===== config.mk =====
export PLATFORM = sky130hd
export DESIGN_NAME = extint_ctrl
export DESIGN_NICKNAME = d
export VERILOG_FILES = /design/src/rtl/extint_pkg.sv /design/src/rtl/extint_sync.sv /design/src/rtl/extint_detect.sv /design/src/rtl/extint_group.sv /design/src/rtl/extint_ctrl.sv
export SDC_FILE = /design/constraint.sdc
export NUM_CORES = 1
export LEC_CHECK = 0
export BUFFER_PORTS_ARGS = -buffer_cell sky130_fd_sc_hd__buf_2
export CORE_MARGIN = 5
export CORE_UTILIZATION = 30
export DETAILED_ROUTE_END_ITERATION = 8
export HOLD_SLACK_MARGIN = 0.03
export PLACE_DENSITY = 0.55
export RECOVER_POWER = 100
export SLEW_MARGIN = 20
export SYNTH_ARGS = -nofsm -noshare
export SYNTH_HDL_FRONTEND = slang
export SYNTH_SLANG_ARGS = --single-unit

===== constraint.sdc =====
create_clock -name clk_i -period 1.46 [get_ports clk_i]
set_input_delay 0 -clock clk_i [delete_from_list [all_inputs] [get_ports clk_i]]
set_output_delay 0 -clock clk_i [all_outputs]
set_load 0.01 [all_outputs]

===== src/rtl/extint_pkg.sv =====
package extint_pkg;

  localparam int unsigned EXT_LINES = 28;
  localparam int unsigned EXT_GRPS  = 4;
  localparam int unsigned BUS_DW    = 32;
  localparam int unsigned FIELD_W   = 3;
  localparam int unsigned FIELD_PITCH = 4;
  localparam int unsigned LO_PAIRS  = 8;

  // first line of each group, with a closing bound
  localparam int unsigned GRP_BOUND [EXT_GRPS+1] = '{0, 4, 12, 20, 28};

  typedef logic [FIELD_W-1:0] trig_t;

  localparam trig_t TRIG_LOW  = 3'b000;
  localparam trig_t TRIG_HIGH = 3'b001;
  localparam trig_t TRIG_RISE = 3'b100;

  typedef enum logic [1:0] {
    W_CFG_LO = 2'd0,
    W_CFG_HI = 2'd1,
    W_MASK   = 2'd2,
    W_PEND   = 2'd3
  } word_e;

  function automatic int unsigned grp_of(int unsigned line);
    int unsigned g;
    g = 0;
    for (int unsigned k = 1; k < EXT_GRPS; k++) begin
      if (line >= GRP_BOUND[k]) g = k;
    end
    return g;
  endfunction

endpackage


===== src/rtl/extint_sync.sv =====
module extint_sync #(
  parameter int unsigned W      = 28,
  parameter int unsigned STAGES = 2
) (
  input  logic         clk_i,
  input  logic         rst_ni,
  input  logic [W-1:0] d_i,
  output logic [W-1:0] q_o
);

  logic [W-1:0] stg_q [STAGES];
  logic [W-1:0] stg_d [STAGES];

  always_comb begin
    stg_d[0] = d_i;
    for (int s = 1; s < STAGES; s++) stg_d[s] = stg_q[s-1];
  end

  always_ff @(posedge clk_i or negedge rst_ni) begin
    if (!rst_ni) begin
      for (int s = 0; s < STAGES; s++) stg_q[s] <= '0;
    end else begin
      for (int s = 0; s < STAGES; s++) stg_q[s] <= stg_d[s];
    end
  end

  assign q_o = stg_q[STAGES-1];

endmodule


===== src/rtl/extint_detect.sv =====
module extint_detect
  import extint_pkg::*;
(
  input  logic  clk_i,
  input  logic  rst_ni,
  input  logic  lvl_i,
  input  trig_t mode_i,
  output logic  evt_o
);

  logic prv_q, prv_d;
  logic is_level, want_rise, want_fall;

  assign prv_d = lvl_i;

  always_ff @(posedge clk_i or negedge rst_ni) begin
    if (!rst_ni) prv_q <= 1'b0;
    else         prv_q <= prv_d;
  end

  always_comb begin
    is_level  = (mode_i[2:1] == 2'b00);
    want_rise = mode_i[2];
    want_fall = mode_i[1];
    if (is_level) begin
      evt_o = mode_i[0] ? lvl_i : ~lvl_i;
    end else begin
      evt_o = (want_rise & lvl_i & ~prv_q) | (want_fall & ~lvl_i & prv_q);
    end
  end

  // an edge-mode event needs the synchronised input to have moved
  p_edge_needs_change_r3: assert property (@(posedge clk_i) disable iff (!rst_ni)
    (mode_i[2:1] != 2'b00 && evt_o) |-> (lvl_i != $past(lvl_i)));

endmodule


===== src/rtl/extint_group.sv =====
module extint_group
  import extint_pkg::*;
#(
  parameter int unsigned LINES = EXT_LINES,
  parameter int unsigned GRPS  = EXT_GRPS
) (
  input  logic [LINES-1:0] act_i,
  output logic [GRPS-1:0]  irq_o
);

  for (genvar g = 0; g < GRPS; g++) begin : g_grp
    always_comb begin
      irq_o[g] = 1'b0;
      for (int unsigned l = 0; l < LINES; l++) begin
        if (grp_of(l) == g) irq_o[g] = irq_o[g] | act_i[l];
      end
    end
  end

endmodule


===== src/rtl/extint_ctrl.sv =====
module extint_ctrl
  import extint_pkg::*;
#(
  parameter int unsigned LINES       = EXT_LINES,
  parameter int unsigned GRPS        = EXT_GRPS,
  parameter int unsigned DW          = BUS_DW,
  parameter int unsigned SYNC_STAGES = 2
) (
  input  logic             clk_i,
  input  logic             rst_ni,
  input  logic [LINES-1:0] line_i,
  input  logic             bus_we_i,
  input  logic [1:0]       bus_addr_i,
  input  logic [DW-1:0]    bus_wdata_i,
  output logic [DW-1:0]    bus_rdata_o,
  output logic [GRPS-1:0]  irq_grp_o
);

  localparam int unsigned PAIRS = (LINES + 1) / 2;

  logic [LINES-1:0] lvl_s;
  logic [LINES-1:0] evt;
  logic [LINES-1:0] clr_vec;
  logic [LINES-1:0] mask_q, mask_d;
  logic [LINES-1:0] pend_q, pend_d;
  trig_t            cfg_q [PAIRS];
  trig_t            cfg_d [PAIRS];
  logic             unused_wbits;

  assign unused_wbits = ^bus_wdata_i;

  extint_sync #(.W(LINES), .STAGES(SYNC_STAGES)) u_sync (
    .clk_i  (clk_i),
    .rst_ni (rst_ni),
    .d_i    (line_i),
    .q_o    (lvl_s)
  );

  for (genvar l = 0; l < LINES; l++) begin : g_det
    extint_detect u_det (
      .clk_i  (clk_i),
      .rst_ni (rst_ni),
      .lvl_i  (lvl_s[l]),
      .mode_i (cfg_q[l/2]),
      .evt_o  (evt[l])
    );
  end

  // ---------------- next state ----------------
  always_comb begin
    for (int k = 0; k < PAIRS; k++) begin
      cfg_d[k] = cfg_q[k];
      if (k < LO_PAIRS) begin
        if (bus_we_i && bus_addr_i == W_CFG_LO)
          cfg_d[k] = bus_wdata_i[FIELD_PITCH*k +: FIELD_W];
      end else begin
        if (bus_we_i && bus_addr_i == W_CFG_HI)
          cfg_d[k] = bus_wdata_i[FIELD_PITCH*(k-LO_PAIRS) +: FIELD_W];
      end
    end
  end

  always_comb begin
    mask_d = mask_q;
    if (bus_we_i && bus_addr_i == W_MASK) mask_d = bus_wdata_i[LINES-1:0];
  end

  assign clr_vec = (bus_we_i && bus_addr_i == W_PEND) ? bus_wdata_i[LINES-1:0] : '0;

  // a fresh event outranks a clear on the same bit
  assign pend_d = (pend_q & ~clr_vec) | evt;

  // ---------------- registers ----------------
  always_ff @(posedge clk_i or negedge rst_ni) begin
    if (!rst_ni) begin
      for (int k = 0; k < PAIRS; k++) cfg_q[k] <= TRIG_RISE;
      mask_q <= '1;
      pend_q <= '0;
    end else begin
      for (int k = 0; k < PAIRS; k++) cfg_q[k] <= cfg_d[k];
      mask_q <= mask_d;
      pend_q <= pend_d;
    end
  end

  // ---------------- read mux ----------------
  always_comb begin
    bus_rdata_o = '0;
    unique case (bus_addr_i)
      W_CFG_LO: for (int k = 0; k < LO_PAIRS; k++)
                  bus_rdata_o[FIELD_PITCH*k +: FIELD_W] = cfg_q[k];
      W_CFG_HI: for (int k = LO_PAIRS; k < PAIRS; k++)
                  bus_rdata_o[FIELD_PITCH*(k-LO_PAIRS) +: FIELD_W] = cfg_q[k];
      W_MASK:   bus_rdata_o[LINES-1:0] = mask_q;
      default:  bus_rdata_o[LINES-1:0] = pend_q;
    endcase
  end

  extint_group #(.LINES(LINES), .GRPS(GRPS)) u_grp (
    .act_i (pend_q & ~mask_q),
    .irq_o (irq_grp_o)
  );

  // every event of a cycle is pending in the next one
  p_event_sets_r7: assert property (@(posedge clk_i) disable iff (!rst_ni)
    1'b1 |=> ((pend_q & $past(evt)) == $past(evt)));

  // a pending bit only falls when written with 1
  p_clear_only_w1c_r6: assert property (@(posedge clk_i) disable iff (!rst_ni)
    1'b1 |=> (($past(pend_q) & ~pend_q & ~$past(clr_vec)) == '0));

  // a group request needs an unmasked pending line
  p_irq_needs_source_r9: assert property (@(posedge clk_i) disable iff (!rst_ni)
    (irq_grp_o != '0) |-> ((pend_q & ~mask_q) != '0));

  // writing the mask never moves a pending bit
  p_mask_keeps_pend_r8: assert property (@(posedge clk_i) disable iff (!rst_ni)
    (bus_we_i && bus_addr_i == W_MASK && evt == '0) |=> (pend_q == $past(pend_q)));

endmodule


==> summary.md <==
| Metric | Value |
|---|---|
| Status | `complete, but fails checks` |
| Failing checks | `setup timing` |
| Max Cap Viol | `0` |
| Clk_skew | `about 0.0087 ns` |
| Hold WS | `0.148 ns` |
| Setup CP Type | `reg2out` |
| Syn Area/Cell | `approximately 14 um^2` |
| CTS clock-pin slew for the worst setup and hold paths | `about 0.070 ns` |
| Flop-to-flop setup slack | `between 0.15 and 0.2 ns` |
| Worst-Skew Late Latency | `about 0.43 ns` |
| Tmin final | `approximately 1.8 ns` |
| Crit end category | `output port` |
| Core Box Area | `0.0250 mm^2` |
| Met2 routed WL | `9460 um` |
| Number of I/O pins | `~100` |
| # diodes | `0` |
| Final Cycle Share | `120%` |
| Initial Util | `between 30 and 40%` |
| Die footprint | `between 0.02 and 0.03 mm^2` |
| Starting DRT DRC Count | `roughly 240` |
| M1 WL | `8410 um` |
| Yosys Warn Count | `0` |
| DR vias | `~5000` |
| CP arrival | `about 1.8 ns` |
| Ratio of cells with drive above 1 in the final layout | `33.6%` |
| Multi-input gate area | `approximately 0.0027 mm^2` |
| Mapped cell area | `0.00753 mm^2` |
| CTS tree | `done` |
| Critical Path Fanout Max | `2` |
| Post-route ant nets | `0` |
| Die Wd | `around 170 um` |
| Type of the most critical hold path | `in2reg` |
| Worst Path Required | `1.46 ns` |
| Inserted Clock Buffers | `17` |
| Die height | `approximately 170 um` |
| Residual DRC | `0` |
| Fillers | `~2400` |
| Post-DP HPWL | `13400 um` |
| Post-layout util | `between 40% and 50%` |
| Met3 Routed Length | `783 um` |
| Yosys cell types | `30` |
| Top cells by count, synth | `140 x dfrtp_1, 53 x mux2_2, 42 x dfstp_2` |
| First-pass GRT wire length | `30200 um` |
| Max VDD drop | `a little under 0.7 mV` |
| GRT Total Usage | `13.8%` |
| Via density | `~4.6` |
| Final WL | `between 15000 and 20000 um` |
| Worst setup margin | `-0.295 ns` |
| Ranking of synthesized cells by area | `dfrtp_1 47%, dfstp_2 15%, mux2_2 7.9%` |
| NetSw | `between 3000 and 4000 uW` |
| Wire per inst | `17.2 um` |
| Clock network power share | `between 30% and 40%` |
| Final-report hold violation count | `0` |
| Vias in the first global route | `roughly 5400` |
| Reg power frac | `a little under half` |
| Post-synth ARST share | `100%` |
| Setup violations, final | `17` |
| Port Buffers | `98` |
| Grt total ovfl | `0` |
| Initial antenna violation count | `0` |
| Num rows | `58` |
| Post-synthesis sequential area ratio | `around three fifths` |
| Layout area overhead | `32.8%` |
| Switching Share | `between 20% and 30%` |
| Post-synth EDFFs | `0` |
| Sink Count | `182` |
| Top-count cell post-synth | `dfrtp_1` |
| Internal Power | `approximately 9900 uW` |
| CP startpoint kind | `register` |
| Pleak | `about 0.0043 uW` |
| Synth Net Count | `608` |
| Tightest Pin Transition | `0.864 ns` |
| Post-synth top area share | `between 40 and 50%` |
| Final nets | `around 800` |
| Comb power frac | `19.5%` |
| Gpl congestion | `0.764` |
| Largest net degree at the start of global routing | `64` |
| DR top layer | `met4` |
| H-tree depth | `4` |
| First drt pass iteration count | `5` |
| Max Buffers Root-to-Sink | `2` |
| Clock root cell | `clkbuf_16` |
| Pwr dens | `about 1400 mW/mm^2` |
| Final Max Tran Viols | `0` |
| Max_slew headroom | `42.4%` |
| RSZ-0062 raised after global routing | `yes` |
| Seq cells post-synth | `about 180` |
| Reg area | `between 0.004 and 0.005 mm^2` |
| Fmax | `570 MHz` |
| Ys flop type | `dfrtp_1` |
| Syn Inst Count | `between 500 and 600` |
| Yosys top cell by area | `dfrtp_1` |
[final cells by class]
class / instances / area share [%]
clock buffer: 21 / 4.70
clock inverter: 11 / 1.36
inverter: 28 / 1.05
multi-input combinational: 316 / 27.1
sequential: 182 / 46.1
tap: 330 / 4.13
timing repair buffer: 209 / 15.5
[kinds of logic after synthesis]
| kind of cell | synth area share [%] |
|---|---|
| flops | 61.2 |
| compound gates | 8.61 |
| mux | 17.7 |
| simple gates | 6.11 |
| buf+inv | 3.07 |
| xor+xnor | 3.26 |
| other cells | 0.0498 |
[power by group through the flow]
stage	Sequential, uW	Clock, uW	Combinational (uW)
after floorplan	6270	0	1400
after global placement	6470	0	2080
after detailed placement	6490	0	2100
after CTS	6270	4850	2770
after global routing	6300	5050	2900
final	6220	4720	2640
[registers in the layout (all words and copies together) (netlist names)]
register           cells
cfg_q                 42
mask_q                28
u_sync.stg_d          28
u_sync.q_o            28
g_det.u_det.prv_q     28
pend_q                28
[layout by cell type, fill, tap and decap left out, types with 7 or more instances in the layout]
master | Yosys | layout
dfstp_2 | 42 | 14
mux4_2 | 18 | 18
dlygate4sd3_1 | 0 | 61
buf_6 | 3 | 24
mux2i_1 | 7 | 7
inv_1 | 28 | 27
mux2_1 | 10 | 15
buf_2 | 5 | 71
nand2_1 | 40 | 40
a21oi_1 | 26 | 26
xnor2_1 | 28 | 28
nor2b_1 | 7 | 7
mux2_2 | 53 | 53
dfstp_1 | 0 | 28
clkbuf_1 | 0 | 28
buf_4 | 9 | 17
clkbuf_16 | 0 | 17
nand3b_1 | 19 | 19
dfrtp_1 | 140 | 135
a211o_1 | 26 | 26
nor2_1 | 14 | 14
o22ai_1 | 22 | 19
o21ai_0 | 18 | 18
[worst max-delay path, cell delays in order, from the launching register on]
cell and delay, ns:
dfstp_2 0.57, o22ai_2 0.07, or4_4 0.56, buf_6 0.14
[timing repair]
action / 4_1_cts / 5_1_grt
pin swaps: 4 / 2
resized for setup: 27 / 12
hold endpoints to repair: 301 / 0
buffers inserted: 30 / 2
endpoints found under the setup margin: 21 / 25
hold buffers: 61 / 0
[final timing paths]
kind,from,end,depth (start not counted)
worst max-delay path,mask_q[10],irq_grp_o[1],3
worst min-delay path,bus_we_i,cfg_q[0],4
worst max register to register,cfg_q[5],pend_q[25],3
worst min register to register,u_sync.stg_d[27],u_sync.q_o[27],0
max in group asynchronous,rst_ni,u_sync.stg_d[22],3
min in group asynchronous,rst_ni,cfg_q[20],2
[per-stage QoR]
step | power (uW) | instance area, um^2 | setup TNS, ns | cells | worst slack (ns)
2_1_floorplan | 7670 | 7530 | 0 | 543 | 0.309
3_3_place_gp | 8550 | 8510 | 0 | 972 | 0.0975
3_5_place_dp | 8590 | 8510 | 0 | 972 | 0.109
4_1_cts | 13900 | 10100 | -1.94 | 1095 | -0.309
5_1_grt | 14300 | 10000 | -2.50 | 1097 | -0.332
6_report | 13600 | 10000 | -1.41 | 1097 | -0.295
[routing by layer]
layer / up-vias / global-route usage (%)
li1: 2364 / -
met1: 2525 / 18.1
met2: 103 / 22.9
met3: 15 / 3.59
met4: 0 / 3.07
met5: - / 0
No activity file was read; power rests on OpenSTA's default activity.
